<file path="src/rtl/irq_router_pkg.sv">
package irq_router_pkg;

    typedef enum logic {
        PATH_LOW  = 1'b0,
        PATH_HIGH = 1'b1
    } path_e;

    typedef enum logic {
        LINE_NORM = 1'b0,
        LINE_MGMT = 1'b1
    } line_e;

endpackage

</file>
<file path="src/rtl/irq_pick.sv">
module irq_pick #(
    parameter int N  = 8,
    parameter int PW = 4,
    parameter int IW = (N > 1) ? $clog2(N) : 1
) (
    input  logic [N-1:0]    req,
    input  logic [N*PW-1:0] pri,
    output logic            found,
    output logic [IW-1:0]   idx
);

    logic [PW-1:0] best;

    // Strictly-greater compare keeps the lowest index on ties.
    always_comb begin
        found = 1'b0;
        idx   = '0;
        best  = '0;
        for (int i = 0; i < N; i++) begin
            if (req[i] && (!found || (pri[i*PW +: PW] > best))) begin
                found = 1'b1;
                idx   = IW'(i);
                best  = pri[i*PW +: PW];
            end
        end
    end

endmodule

</file>
<file path="src/rtl/irq_per_stage.sv">
module irq_per_stage
    import irq_router_pkg::*;
#(
    parameter int NP = 8,
    parameter int PW = 4,
    parameter int IW = (NP > 1) ? $clog2(NP) : 1
) (
    input  logic             clk,
    input  logic             rst,
    input  logic [NP-1:0]    req,
    input  logic [NP*PW-1:0] pri,
    input  logic [NP-1:0]    route_hi,
    input  logic             allow,
    input  logic             clr,
    output logic             vld,
    output logic [IW-1:0]    idx,
    output path_e            path
);

    typedef struct packed {
        logic          vld;
        logic [IW-1:0] idx;
        path_e         path;
    } per_st_t;

    per_st_t       st_d, st_q;
    logic          win_found;
    logic [IW-1:0] win_idx;

    irq_pick #(.N(NP), .PW(PW), .IW(IW)) pick_i (
        .req   (req),
        .pri   (pri),
        .found (win_found),
        .idx   (win_idx)
    );

    always_comb begin
        st_d = st_q;
        if (st_q.vld) begin
            if (clr) begin
                st_d.vld = 1'b0;
            end
        end else if (allow && win_found) begin
            st_d.vld  = 1'b1;
            st_d.idx  = win_idx;
            st_d.path = route_hi[win_idx] ? PATH_HIGH : PATH_LOW;
        end
    end

    always_ff @(posedge clk) begin
        if (rst) begin
            st_q <= '0;
        end else begin
            st_q <= st_d;
        end
    end

    assign vld  = st_q.vld;
    assign idx  = st_q.idx;
    assign path = st_q.path;

    AST_PER_HOLD: assert property (@(posedge clk) disable iff (rst)
        (st_q.vld && !clr) |=> (st_q.vld && $stable(st_q.idx) && $stable(st_q.path)));

    AST_PER_WAIT: assert property (@(posedge clk) disable iff (rst)
        $rose(st_q.vld) |-> $past(allow));

endmodule

</file>
<file path="src/rtl/irq_main_stage.sv">
module irq_main_stage
    import irq_router_pkg::*;
#(
    parameter int NM = 4,
    parameter int PW = 4,
    parameter int IW = (NM > 1) ? $clog2(NM) : 1
) (
    input  logic             clk,
    input  logic             rst,
    input  logic [NM-1:0]    req,
    input  logic [NM*PW-1:0] pri,
    input  logic             clr_mgmt,
    input  logic             clr_norm,
    output logic             vld,
    output logic [IW-1:0]    idx,
    output line_e            line,
    output logic             clr_hit
);

    typedef struct packed {
        logic          vld;
        logic [IW-1:0] idx;
        line_e         line;
    } main_st_t;

    main_st_t      st_d, st_q;
    logic          win_found;
    logic [IW-1:0] win_idx;
    logic [NM-1:0] msb_vec;

    genvar g;
    generate
        for (g = 0; g < NM; g++) begin : g_msb
            assign msb_vec[g] = pri[g*PW + PW - 1];
        end
    endgenerate

    irq_pick #(.N(NM), .PW(PW), .IW(IW)) pick_i (
        .req   (req),
        .pri   (pri),
        .found (win_found),
        .idx   (win_idx)
    );

    assign clr_hit = st_q.vld && ((st_q.line == LINE_MGMT) ? clr_mgmt : clr_norm);

    always_comb begin
        st_d = st_q;
        if (st_q.vld) begin
            if (clr_hit) begin
                st_d.vld = 1'b0;
            end
        end else if (win_found) begin
            st_d.vld  = 1'b1;
            st_d.idx  = win_idx;
            st_d.line = msb_vec[win_idx] ? LINE_MGMT : LINE_NORM;
        end
    end

    always_ff @(posedge clk) begin
        if (rst) begin
            st_q <= '0;
        end else begin
            st_q <= st_d;
        end
    end

    assign vld  = st_q.vld;
    assign idx  = st_q.idx;
    assign line = st_q.line;

    AST_MAIN_HOLD: assert property (@(posedge clk) disable iff (rst)
        (st_q.vld && !clr_hit) |=> (st_q.vld && $stable(st_q.idx) && $stable(st_q.line)));

    AST_MGMT_BLOCKED: assert property (@(posedge clk) disable iff (rst)
        (st_q.vld && (st_q.line == LINE_NORM) && !clr_norm) |=> !(st_q.vld && (st_q.line == LINE_MGMT)));

endmodule

</file>
<file path="src/rtl/irq_crit_stage.sv">
module irq_crit_stage #(
    parameter int ND = 3,
    parameter int IW = $clog2(ND + 1)
) (
    input  logic          clk,
    input  logic          rst,
    input  logic [ND-1:0] ded_req,
    input  logic          per_hi_req,
    input  logic          clr,
    output logic          vld,
    output logic [IW-1:0] idx
);

    localparam int NC = ND + 1;

    typedef struct packed {
        logic          vld;
        logic [IW-1:0] idx;
    } crit_st_t;

    crit_st_t      st_d, st_q;
    logic [NC-1:0] cand;
    logic          win_found;
    logic [IW-1:0] win_idx;

    // Peripheral high path sits above all dedicated slots, so it loses ties.
    assign cand = {per_hi_req, ded_req};

    irq_pick #(.N(NC), .PW(1), .IW(IW)) pick_i (
        .req   (cand),
        .pri   ({NC{1'b0}}),
        .found (win_found),
        .idx   (win_idx)
    );

    always_comb begin
        st_d = st_q;
        if (st_q.vld) begin
            if (clr) begin
                st_d.vld = 1'b0;
            end
        end else if (win_found) begin
            st_d.vld = 1'b1;
            st_d.idx = win_idx;
        end
    end

    always_ff @(posedge clk) begin
        if (rst) begin
            st_q <= '0;
        end else begin
            st_q <= st_d;
        end
    end

    assign vld = st_q.vld;
    assign idx = st_q.idx;

    AST_DED_TAKEN: assert property (@(posedge clk) disable iff (rst)
        (!st_q.vld && (|ded_req)) |=> (st_q.vld && (st_q.idx != IW'(ND))));

    AST_CRIT_HOLD: assert property (@(posedge clk) disable iff (rst)
        (st_q.vld && !clr) |=> (st_q.vld && $stable(st_q.idx)));

endmodule

</file>
<file path="src/rtl/irq_router.sv">
module irq_router
    import irq_router_pkg::*;
#(
    parameter int NUM_PER       = 8,
    parameter int NUM_MAIN      = 4,
    parameter int MAIN_PER_SLOT = 3,
    parameter int NUM_DED       = 3,
    parameter int PW            = 4,
    localparam int PIW = (NUM_PER > 1) ? $clog2(NUM_PER) : 1,
    localparam int MIW = (NUM_MAIN > 1) ? $clog2(NUM_MAIN) : 1,
    localparam int CIW = $clog2(NUM_DED + 1)
) (
    input  logic                    clk,
    input  logic                    rst,
    input  logic [NUM_PER-1:0]      per_req,
    input  logic [NUM_PER*PW-1:0]   per_pri,
    input  logic [NUM_PER-1:0]      per_route_hi,
    input  logic [NUM_MAIN-2:0]     main_req,
    input  logic [NUM_MAIN*PW-1:0]  main_pri,
    input  logic [NUM_DED-1:0]      ded_req,
    input  logic                    clr_crit,
    input  logic                    clr_mgmt,
    input  logic                    clr_norm,
    output logic                    irq_crit,
    output logic [CIW-1:0]          crit_idx,
    output logic                    irq_mgmt,
    output logic [MIW-1:0]          mgmt_idx,
    output logic                    irq_norm,
    output logic [MIW-1:0]          norm_idx,
    output logic                    per_vld,
    output logic [PIW-1:0]          per_idx
);

    path_e              per_path;
    logic               per_clr;
    logic               per_low_req;
    logic               per_hi_req;
    logic [NUM_MAIN-1:0] main_all_req;
    logic               main_vld;
    logic [MIW-1:0]     main_idx;
    line_e              main_line;
    logic               main_clr_hit;
    logic               crit_vld;
    logic [CIW-1:0]     crit_q_idx;

    // Merge the low path into its main slot; external requests fill the rest.
    genvar g;
    generate
        for (g = 0; g < NUM_MAIN; g++) begin : g_main_map
            if (g < MAIN_PER_SLOT) begin : g_below
                assign main_all_req[g] = main_req[g];
            end else if (g == MAIN_PER_SLOT) begin : g_slot
                assign main_all_req[g] = per_low_req;
            end else begin : g_above
                assign main_all_req[g] = main_req[g-1];
            end
        end
    endgenerate

    assign per_low_req = per_vld && (per_path == PATH_LOW);
    assign per_hi_req  = per_vld && (per_path == PATH_HIGH);

    // The peripheral selection is released by whichever line it ended up on.
    assign per_clr = (crit_vld && clr_crit && (crit_q_idx == CIW'(NUM_DED)))
                   || (main_clr_hit && (main_idx == MIW'(MAIN_PER_SLOT)));

    irq_per_stage #(.NP(NUM_PER), .PW(PW), .IW(PIW)) per_i (
        .clk      (clk),
        .rst      (rst),
        .req      (per_req),
        .pri      (per_pri),
        .route_hi (per_route_hi),
        .allow    (!main_vld),
        .clr      (per_clr),
        .vld      (per_vld),
        .idx      (per_idx),
        .path     (per_path)
    );

    irq_main_stage #(.NM(NUM_MAIN), .PW(PW), .IW(MIW)) main_i (
        .clk      (clk),
        .rst      (rst),
        .req      (main_all_req),
        .pri      (main_pri),
        .clr_mgmt (clr_mgmt),
        .clr_norm (clr_norm),
        .vld      (main_vld),
        .idx      (main_idx),
        .line     (main_line),
        .clr_hit  (main_clr_hit)
    );

    irq_crit_stage #(.ND(NUM_DED), .IW(CIW)) crit_i (
        .clk        (clk),
        .rst        (rst),
        .ded_req    (ded_req),
        .per_hi_req (per_hi_req),
        .clr        (clr_crit),
        .vld        (crit_vld),
        .idx        (crit_q_idx)
    );

    assign irq_crit = crit_vld;
    assign crit_idx = crit_q_idx;
    assign irq_mgmt = main_vld && (main_line == LINE_MGMT);
    assign irq_norm = main_vld && (main_line == LINE_NORM);
    assign mgmt_idx = (main_line == LINE_MGMT) ? main_idx : '0;
    assign norm_idx = (main_line == LINE_NORM) ? main_idx : '0;

    AST_PATH_EXCL: assert property (@(posedge clk) disable iff (rst)
        per_hi_req |-> !(main_vld && (main_idx == MIW'(MAIN_PER_SLOT))));

    AST_CRIT_SRC: assert property (@(posedge clk) disable iff (rst)
        (crit_vld && (crit_q_idx == CIW'(NUM_DED))) |-> per_hi_req);

    AST_PER_QUIET: assert property (@(posedge clk) disable iff (rst)
        (!per_vld && main_vld) |=> !per_vld);

endmodule

</file>
<file path="config.mk">
export PLATFORM = sky130hd
export DESIGN_NAME = irq_router
export DESIGN_NICKNAME = d
export VERILOG_FILES = /design/src/rtl/irq_router_pkg.sv /design/src/rtl/irq_pick.sv /design/src/rtl/irq_per_stage.sv /design/src/rtl/irq_main_stage.sv /design/src/rtl/irq_crit_stage.sv /design/src/rtl/irq_router.sv
export SDC_FILE = /design/constraint.sdc
export NUM_CORES = 1
export LEC_CHECK = 0
export BUFFER_PORTS_ARGS = -buffer_cell sky130_fd_sc_hd__buf_2
export CAP_MARGIN = 5
export CORE_ASPECT_RATIO = 1.2
export CORE_MARGIN = 8
export CORE_UTILIZATION = 40
export DETAILED_ROUTE_END_ITERATION = 10
export GPL_ROUTABILITY_DRIVEN = 0
export PLACE_DENSITY = 0.68
export SETUP_SLACK_MARGIN = 0.2
export SYNTH_ARGS = -nofsm -noshare
export SYNTH_HDL_FRONTEND = slang
export SYNTH_SLANG_ARGS = --single-unit
</file>
<file path="constraint.sdc">
create_clock -name clk -period 13.5 [get_ports clk]
set_input_delay 0.675 -clock clk [delete_from_list [all_inputs] [get_ports clk]]
set_output_delay 0.675 -clock clk [all_outputs]
set_load 0.02 [all_outputs]
</file>
[Word level (Yosys, flattened, before mapping)]
Index checks and enable logic that the tools add are counted.
Operators by class
  magnitude comparators: 12
  equality and inequality tests: 2
  multiplexer cells: 57
  bitwise logic cells: 5
  reductions and logical operators: 50
Operator list (count)
  $mux W4: 11
  $gt A4 B4 Y1: 10
  $mux W1: 30
  $logic_and A1 B1 Y1: 22
  $mux W3: 7
  $logic_not A1 Y1: 14
  $mux W2: 6
  $logic_or A1 B1 Y1: 11
  $reduce_and A2 Y1: 3
  $mux W5: 1
  $not A1 Y1: 5
  $eq A2 B2 Y1 const B: 2
  $lt A3 B4 Y1 const B: 1
  $bmux W1 S3: 1
  $lt A2 B3 Y1 const B: 1
  $bmux W1 S2: 1
Word-level totals
  register bits after elaboration: 12
  input port bits: 75
  output and inout port bits: 13
  word-level logic and storage cells: 134

[Depth between registers and ports, before layout]
Gate-level depths: netlist (run 1).
  depth in word-level cells: 34
  depth in mapped cells: 52
  gate-level depth less buffers: 47

[Cells and area by module]
Synthesis (run 1) repeated with hierarchy kept, for this count alone.
Unflattened totals
  cell total of the unflattened synthesis: 314
  area, all modules: 2596.2 sq um
By module, submodules not included
  irq_pick at per_i.pick_i: times used 1, cells each 172, area each 1372.6 sq um, sequential area each 0.0 sq um
  irq_pick at main_i.pick_i: times used 1, cells each 60, area each 501.7 sq um, sequential area each 0.0 sq um
  irq_per_stage: times used 1, cells each 26, area each 255.2 sq um, sequential area each 100.1 sq um
  irq_main_stage: times used 1, cells each 16, area each 175.2 sq um, sequential area each 80.1 sq um
  irq_crit_stage: times used 1, cells each 13, area each 133.9 sq um, sequential area each 60.1 sq um
  irq_pick at crit_i.pick_i: times used 1, cells each 15, area each 91.3 sq um, sequential area each 0.0 sq um
  irq_router: times used 1, cells each 12, area each 66.3 sq um, sequential area each 0.0 sq um

[Least setup slack after synthesis (run 1)]
OpenSTA, ideal clock, no wires.
  kind: input to register
  start point: in per_req[0]
  end point: reg per_i.st_q, in the netlist per_i.path
  setup time: 86 ps
  data arrival time: 9637 ps
  required time: 13414 ps
  setup slack: 3777 ps
  stages: 51
  path buffers: 5
  cell sequence: buf_6 > and2_1 > ha_1 > nand3_1 > o21ai_0 > a21o_1 > mux2_2 > ha_1 > a211oi_2 > o21ai_1 > a32oi_1 > clkbuf_1 > nor2_1 > a21o_1 > ha_1 > nor2b_1 > o211ai_1 > a31oi_1 > (+15 left out) > nor2_1 > a21oi_1 > ha_1 > a21oi_1 > o21ai_0 > a31oi_1 > clkbuf_1 > nand2_1 > o22ai_1 > ha_1 > nor2b_1 > o21ai_0 > nand2_1 > o211ai_1 > a21bo_2 > o311a_1 > a21oi_1 > a211oi_1
On the way
  cells in the longest elaborated chain, start to end: 32
  elaborated cells on any way between the ends: 55
  those cells by class: order compare: 7; mux: 25; reduce/logical: 23
Ends and longest elaborated chain
  start, declared: RTL line irq_router.sv:15  | input logic [NUM_PER-1:0] per_req,
  $mux W4 or $mux W1 (tied branches): RTL line irq_pick.sv:20  | if (req[i] && (!found || (pri[i*PW +: PW] > best))) begin
  $gt A4 B4 Y1 or $logic_not A1 Y1 (tied branches): RTL line irq_pick.sv:20
  $logic_or A1 B1 Y1: RTL line irq_pick.sv:20
  $logic_and A1 B1 Y1: RTL line irq_pick.sv:20
  $mux W4 or $mux W1 (tied branches): RTL line irq_pick.sv:20
  $gt A4 B4 Y1 or $logic_not A1 Y1 (tied branches): RTL line irq_pick.sv:20
  $logic_or A1 B1 Y1: RTL line irq_pick.sv:20
  $logic_and A1 B1 Y1: RTL line irq_pick.sv:20
  (+16 left out)
  $mux W4 or $mux W1 (tied branches): RTL line irq_pick.sv:20
  $gt A4 B4 Y1 or $logic_not A1 Y1 (tied branches): RTL line irq_pick.sv:20
  $logic_or A1 B1 Y1: RTL line irq_pick.sv:20
  $logic_and A1 B1 Y1: RTL line irq_pick.sv:20
  $mux W3: RTL line irq_pick.sv:20
  $bmux W1 S3: RTL line irq_per_stage.sv:46  | st_d.path = route_hi[win_idx] ? PATH_HIGH : PATH_LOW;
  $mux W1 (not written as such): RTL line irq_per_stage.sv:46
  $mux W1: RTL line irq_per_stage.sv:46
  end signal, assigned: RTL line irq_per_stage.sv:54  | st_q <= st_d;
  end, declared: RTL line irq_per_stage.sv:26  | per_st_t st_d, st_q;
Several ways; a longest one is shown, not always the timed one. The select of a mux whose other input is x is not followed.
A chain may end at the register's enable or synchronous reset.

[Final worst setup path (run 1)]
Same ends and word-level chain as after synthesis.

==> results.toml, run 1 <==
[sta]
fin_skew_ns = 0.00362
slew_headroom_pct = 33.5
slew_viol_final = 0
timing.fmax_mhz = 90.1
fin_crit_sh_pct = 82.2
finalSetupTns_ns = 0
min_period_ns = 11.10
setup_viol = 0
rsz0062_at_grt = "false"
hold_viol_final = 0
finalWorstSetupSlack_ns = 2.40
tightest_slew_ns = 0.993

[logic_synthesis]
ys_seq_elements = 12
netlist.area_leader.share_pct = 22.5
yosys.cell_count.top_type = "ha_1"
netlist_area_um2 = 2230
async_flop_share_pct = 0
synth-seq-area-share_pct = 10.8
netlist_top_cells_count = "ha_1 (40), nor2_1 (37), a21oi_1 (22), inv_1 (22), nand2_1 (22)"
syn_inst = 298
ys_types = 45
avgSynthCellArea_um2 = 7.47
syn_nets = 413
ys_warn_count = 0
synth-edff-count = 0
yosys-top-cells-area = "ha_1 (22%), dfxtp_1 (11%), nor2_1 (6.2%)"
synthFlopType = "dfxtp_1"
synth_top_area_cell = "ha_1"

[global_routing]
grt_pass1_vias = 2521
grt_overflow_total = 0
grt_pass1_wl_um = 10700
grt_max_degree = 14
antenna_found_initial = 0
track_usage_pct = 14.7

[die]
start_util_pct = 41.8
die_w_um = 84.1
core_area_um2 = 5330
rows = 29
dieHeight_um = 97.7
io_pins = 88
dieArea_um2 = 8220

[detailed_routing]
drc_errors = 0
vias = 2424
drt_iter0_drc = 83
wire_per_inst_um = 14.2
totalWireLength_um = 6290
ant_nets = 0
viasPerCell = 5.46
detail_route.first_pass.iterations = 4

[layout]
num-fill-cells = 530
multi_input_area_um2 = 1870
area_delta_synth_final_pct = 23.9
nets = 498
fin_area_um2 = 2760
diodes = 0
regArea_um2 = 240
drive_gt1_share_pct = 29.8

[setup_path]
endpoint = "per_i.path"
end_kind = "register"
required_ns = 13.66
cp_common_cell = "ha_1"
critical_path.max_stage_delay_ns = 0.82
reg2regPathDepth = 5
worstPathMaxFanout = 13
startpoint = "per_req[0]"
cp_slowest_cell = "a31oi_1"
startpoint_type = "primary input"
worstSetupPathType = "primary input to register"
r2r_start = "per_i.vld"
critPathArrivalTime_ns = 11.25
r2r_end = "main_i.line"
ff2ff_setup_slack_ns = 12.13

[power]
p_comb_share_pct = 69.8
power_w = 0.000283
ir_drop_uv = 35.4
power_density_nw_per_um2 = 103
p_seq_share_pct = 16.6
power.leakage_nw = 1.40
switchingPower_w = 0.000125
power_switching_share_pct = 44.1
p_clk_share_pct = 13.6
p_int_w = 0.000158

[place]
pre_cts_slack_ns = 2.25
dpl.hpwl_um = 5620
portBuffers = 87
postPlaceCellArea_um2 = 2700

[clocking]
cts-resized-gates = 0
post-cts-setup-buffers = 0
cts_tree = "yes"
path_clk_slew_ns = 0.05
clk_path_buf_depth = 2
clkSinkCount = 12
htree_levels = 1
clock-root-buffer = "clkbuf_8"
cts.hold.buffers_added = 0
clk_latency_ns = 0.24
cts_buffers = 3

[hold_path]
min_path_type = "register to register"

[status]
status = "completed"

[flow_run]
maxCapViolCount = 0
-- metal layers --
layer | wire length [um] | vias to the layer above | track usage, % | part of all wire (%)
li1 | - | 1266 | - | -
met1 | 2640 | 1070 | 15.8 | 42
met2 | 3090 | 82 | 27.3 | 49
met3 | 484 | 6 | 4.16 | 7.7
met4 | 68 | 0 | 3.73 | 1.1
met5 | 0 | - | 0 | 0
-- state kept, by name, indices dropped and copies added, names as in the netlist --
signal	flops
crit_i.idx	2
crit_i.vld	1
main_i.idx	2
main_i.line	1
main_i.vld	1
per_i.idx	3
per_i.path	1
per_i.vld	1
-- cell type report --
type	count	share of cell area, %
multi-input combinational	257	67.7
timing repair buffer	87	15.8
sequential	12	8.71
inverter	22	2.99
tap	62	2.81
clock buffer	4	2.00
-- per-stage QoR --
step                utilization, %  hold WS [ns]  std cells
floorplan                        -         0.493        298
global placement              50.7         0.472        440
detailed placement            50.7         0.482        440
CTS                           51.7         0.495        444
global route                  51.7         0.521        444
finish                        51.7         0.489        444
-- worst max-delay path, delay by kind of cell --
| family | cells | cell delay (ns) |
|---|---|---|
| and+or+nand+nor | 10 | 1.30 |
| adders and majority gates | 7 | 2.08 |
| buffers and inverters | 1 | 0.17 |
| muxes | 1 | 0.39 |
| AOI/OAI and AO/OA | 27 | 6.65 |
-- cell families after synthesis --
group / after synthesis / share of synthesized area (%)
AND/OR/NAND/NOR: 110 / 24.2
AO/OA/AOI/OAI: 90 / 28.1
adder cells (fa/ha/maj): 40 / 22.5
buffers and inverters: 29 / 5.34
multiplexers: 17 / 9.10
flip-flops: 12 / 10.8
-- worst min path at each step --
| stage | to | cells past startpoint | start | slack [ns] |
|---|---|---|---|---|
| after floorplan | main_i.idx[0] | 2 | main_i.idx[0] | 0.49 |
| after global placement | per_i.idx[2] | 2 | per_i.idx[2] | 0.47 |
| after detailed placement | per_i.idx[2] | 2 | per_i.idx[2] | 0.48 |
| after CTS | per_i.idx[2] | 2 | per_i.idx[2] | 0.49 |
| after global routing | per_i.idx[1] | 2 | per_i.idx[1] | 0.52 |
| final | per_i.idx[2] | 2 | per_i.idx[2] | 0.49 |
-- power groups by stage --
| stage | clock network (W) | registers, W | logic, W |
|---|---|---|---|
| after floorplan | 0 | 0.0000509 | 0.000147 |
| after global placement | 0 | 0.0000476 | 0.000194 |
| after detailed placement | 0 | 0.0000479 | 0.000199 |
| after CTS | 0.0000396 | 0.0000471 | 0.000199 |
| after global routing | 0.0000419 | 0.0000481 | 0.000224 |
| final | 0.0000385 | 0.0000470 | 0.000198 |
-- placed cells by master (no fill, tap or decap), types with 4 or more instances in the layout --
| master | n |
|---|---|
| nand4_1 | 11 |
| a211oi_1 | 8 |
| nand2b_1 | 7 |
| a31oi_1 | 4 |
| mux2_4 | 4 |
| a21o_1 | 5 |
| nand2_1 | 22 |
| dfxtp_1 | 12 |
| nand3_1 | 4 |
| nor3_1 | 6 |
| and2_1 | 8 |
| nor2_1 | 37 |
| buf_2 | 87 |
| ha_1 | 40 |
| o21a_1 | 7 |
| nor2b_1 | 10 |
| a21oi_1 | 22 |
| mux2_2 | 9 |
| clkbuf_8 | 4 |
| o21ai_0 | 15 |
| inv_1 | 22 |
Note: power is estimated with default switching activity, not from simulation.
==> run 2: changes to the inputs <==
- ABC_AREA: unset -> 1
- PLACE_DENSITY: 0.68 -> 0.71
- clock period: 13.5 -> 8.95 ns (I/O delays scaled with it)
==> results.toml, run 2 <==
[global_routing]
track_usage_pct = 13.6
grt_pass1_wl_um = 9890
grt_overflow_total = 0
grt_max_degree = 13
grt_pass1_vias = 2471
antenna_found_initial = 0

[setup_path]
critPathArrivalTime_ns = 8.02
worstSetupPathType = "primary input to register"
critical_path.max_stage_delay_ns = 0.34
path_delay_family = "simple AND/OR/NAND/NOR gates"
cp_common_cell = "nand2_1"
cp_slowest_cell = "ha_1"
worstPathMaxFanout = 10
startpoint_type = "primary input"
path_buf_inv = 5
required_ns = 9.07
end_kind = "register"

[power]
power.leakage_nw = 1.72
ir_drop_uv = 85.8
power_density_nw_per_um2 = 166

[place]
dpl.hpwl_um = 5170
postPlaceCellArea_um2 = 2690
portBuffers = 87

[detailed_routing]
met3WireLength_um = 377
wire_per_inst_um = 11.2
wl_met1_um = 2650
drc_errors = 0
ant_nets = 0
dr_wl_met2_um = 2810
viasPerCell = 4.94
vias = 2567
detail_route.first_pass.iterations = 4
routed.top_layer = "met4"
totalWireLength_um = 5840
drt_iter0_drc = 75

[logic_synthesis]
avgSynthCellArea_um2 = 6.00
netlist.area_leader.share_pct = 22.9
synth-seq-area-share_pct = 11.0
syn_nets = 479
yosys-top-cells-area = "ha_1 (23%), nand2_1 (17%), dfxtp_1 (11%)"
ys_seq_elements = 12
synth-edff-count = 0
async_flop_share_pct = 0
syn_inst = 364
synth_top_area_cell = "ha_1"
netlist_area_um2 = 2180
yosys.cell_count.top_type = "nand2_1"
ys_warn_count = 0
synthFlopType = "dfxtp_1"
ys_types = 29
netlist_top_cells_count = "nand2_1 (100), inv_1 (57), ha_1 (40)"

[layout]
largest_reg_flops = 3
nets = 575
mostFrequentLayoutCells = "nand2_1 (99), buf_2 (87), inv_1 (56), ha_1 (40), o21ai_0 (33)"
final_common_cell = "nand2_1"
fin_area_um2 = 2830
area_delta_synth_final_pct = 29.5
drive_gt1_share_pct = 26.9
final_util_pct = 53.4
num-fill-cells = 562
diodes = 0

[die]
start_util_pct = 41.2
dieHeight_um = 96.9
die_w_um = 83.4
dieArea_um2 = 8090
rows = 29
core_area_um2 = 5300
io_pins = 88

[sta]
finalSetupTns_ns = 0
tightest_slew_ns = 0.420
min_period_ns = 7.90
fin_crit_sh_pct = 88.3
fin_skew_ns = 0.000668
slew_viol_final = 0
slew_headroom_pct = 71.8
timing.fmax_mhz = 127
hold_viol_final = 0
rsz0062_at_grt = "false"
setup_viol = 0

[status]
status = "completed"

[clocking]
path_clk_slew_ns = 0.05
htree_levels = 1
clk_latency_ns = 0.23
clock-root-buffer = "clkbuf_8"
clk_path_buf_depth = 2
cts_tree = "yes"
cts_buffers = 3
clkSinkCount = 12
cts.hold.buffers_added = 0

[hold_path]
min_path_type = "primary input to register"

[flow_run]
maxCapViolCount = 0
## run 2: cell types whose count changed after synthesis, moves of 9 or more
| cell | change |
|---|---|
| mux2_2 | -9 |
| inv_1 | +35 |
| nand2_1 | +78 |
| nor2b_1 | -10 |
| nor2_1 | -20 |
| o21ai_0 | +21 |
| nand3_1 | +16 |
## run 2: report_power, final
group | switching (W) | total, W | internal [W]
sequential | 0.00000876 | 0.0000719 | 0.0000632
combinational | 0.000206 | 0.000348 | 0.000142
clock | 0.0000184 | 0.0000480 | 0.0000296
## run 2: path summary, 6_finish.rpt
path,startpoint,end,slack (ns),cells past startpoint
hold reg to reg,main_i.vld,main_i.vld,0.50,2
setup reg to reg,per_i.vld,main_i.line,7.50,9
setup / recovery,per_req[0],per_i.path,1.05,67
hold / removal,rst,main_i.vld,0.47,2
## run 2: layer usage
layer  up-vias  track usage [%]
li1       1398                -
met1      1105             16.1
met2        62             24.0
met3         2             3.52
met4         0             2.13
met5         -                0
## run 2: cells by family (layout without fill, tap and decap cells)
family                     after synthesis  in the layout  synth area share, %
buffers and inverters                   62            156                 10.7
AOI/OAI and AO/OA                       89             89                 22.2
DFF                                     12             12                 11.0
adders and majority gates               40             40                 22.9
and+or+nand+nor                        161            161                 33.2
## run 2: repair_timing
item	CTS	global route
setup endpoints to repair	0	4
gates resized for setup	0	16
buffers inserted	0	6
## run 2: per-stage QoR
stage | cells | total power (W) | worst slack, ns | hold WS, ns
after floorplan | 364 | 0.000320 | 1.55 | 0.468
after global placement | 511 | 0.000389 | 0.571 | 0.491
after detailed placement | 511 | 0.000398 | 0.409 | 0.493
after CTS | 514 | 0.000448 | 0.638 | 0.464
after global routing | 520 | 0.000527 | 0.155 | 0.490
final | 520 | 0.000468 | 1.05 | 0.471
## run 2: layout make-up
type                            instances  area (um^2)  share of cell area, %
Multi-Input combinational cell        290         1760                   62.3
Clock buffer                            3         41.3                   1.46
Tap cell                               62         77.6                   2.74
Timing Repair Buffer                   93          480                   17.0
Inverter                               60          225                   7.97
Sequential cell                        12          240                   8.50
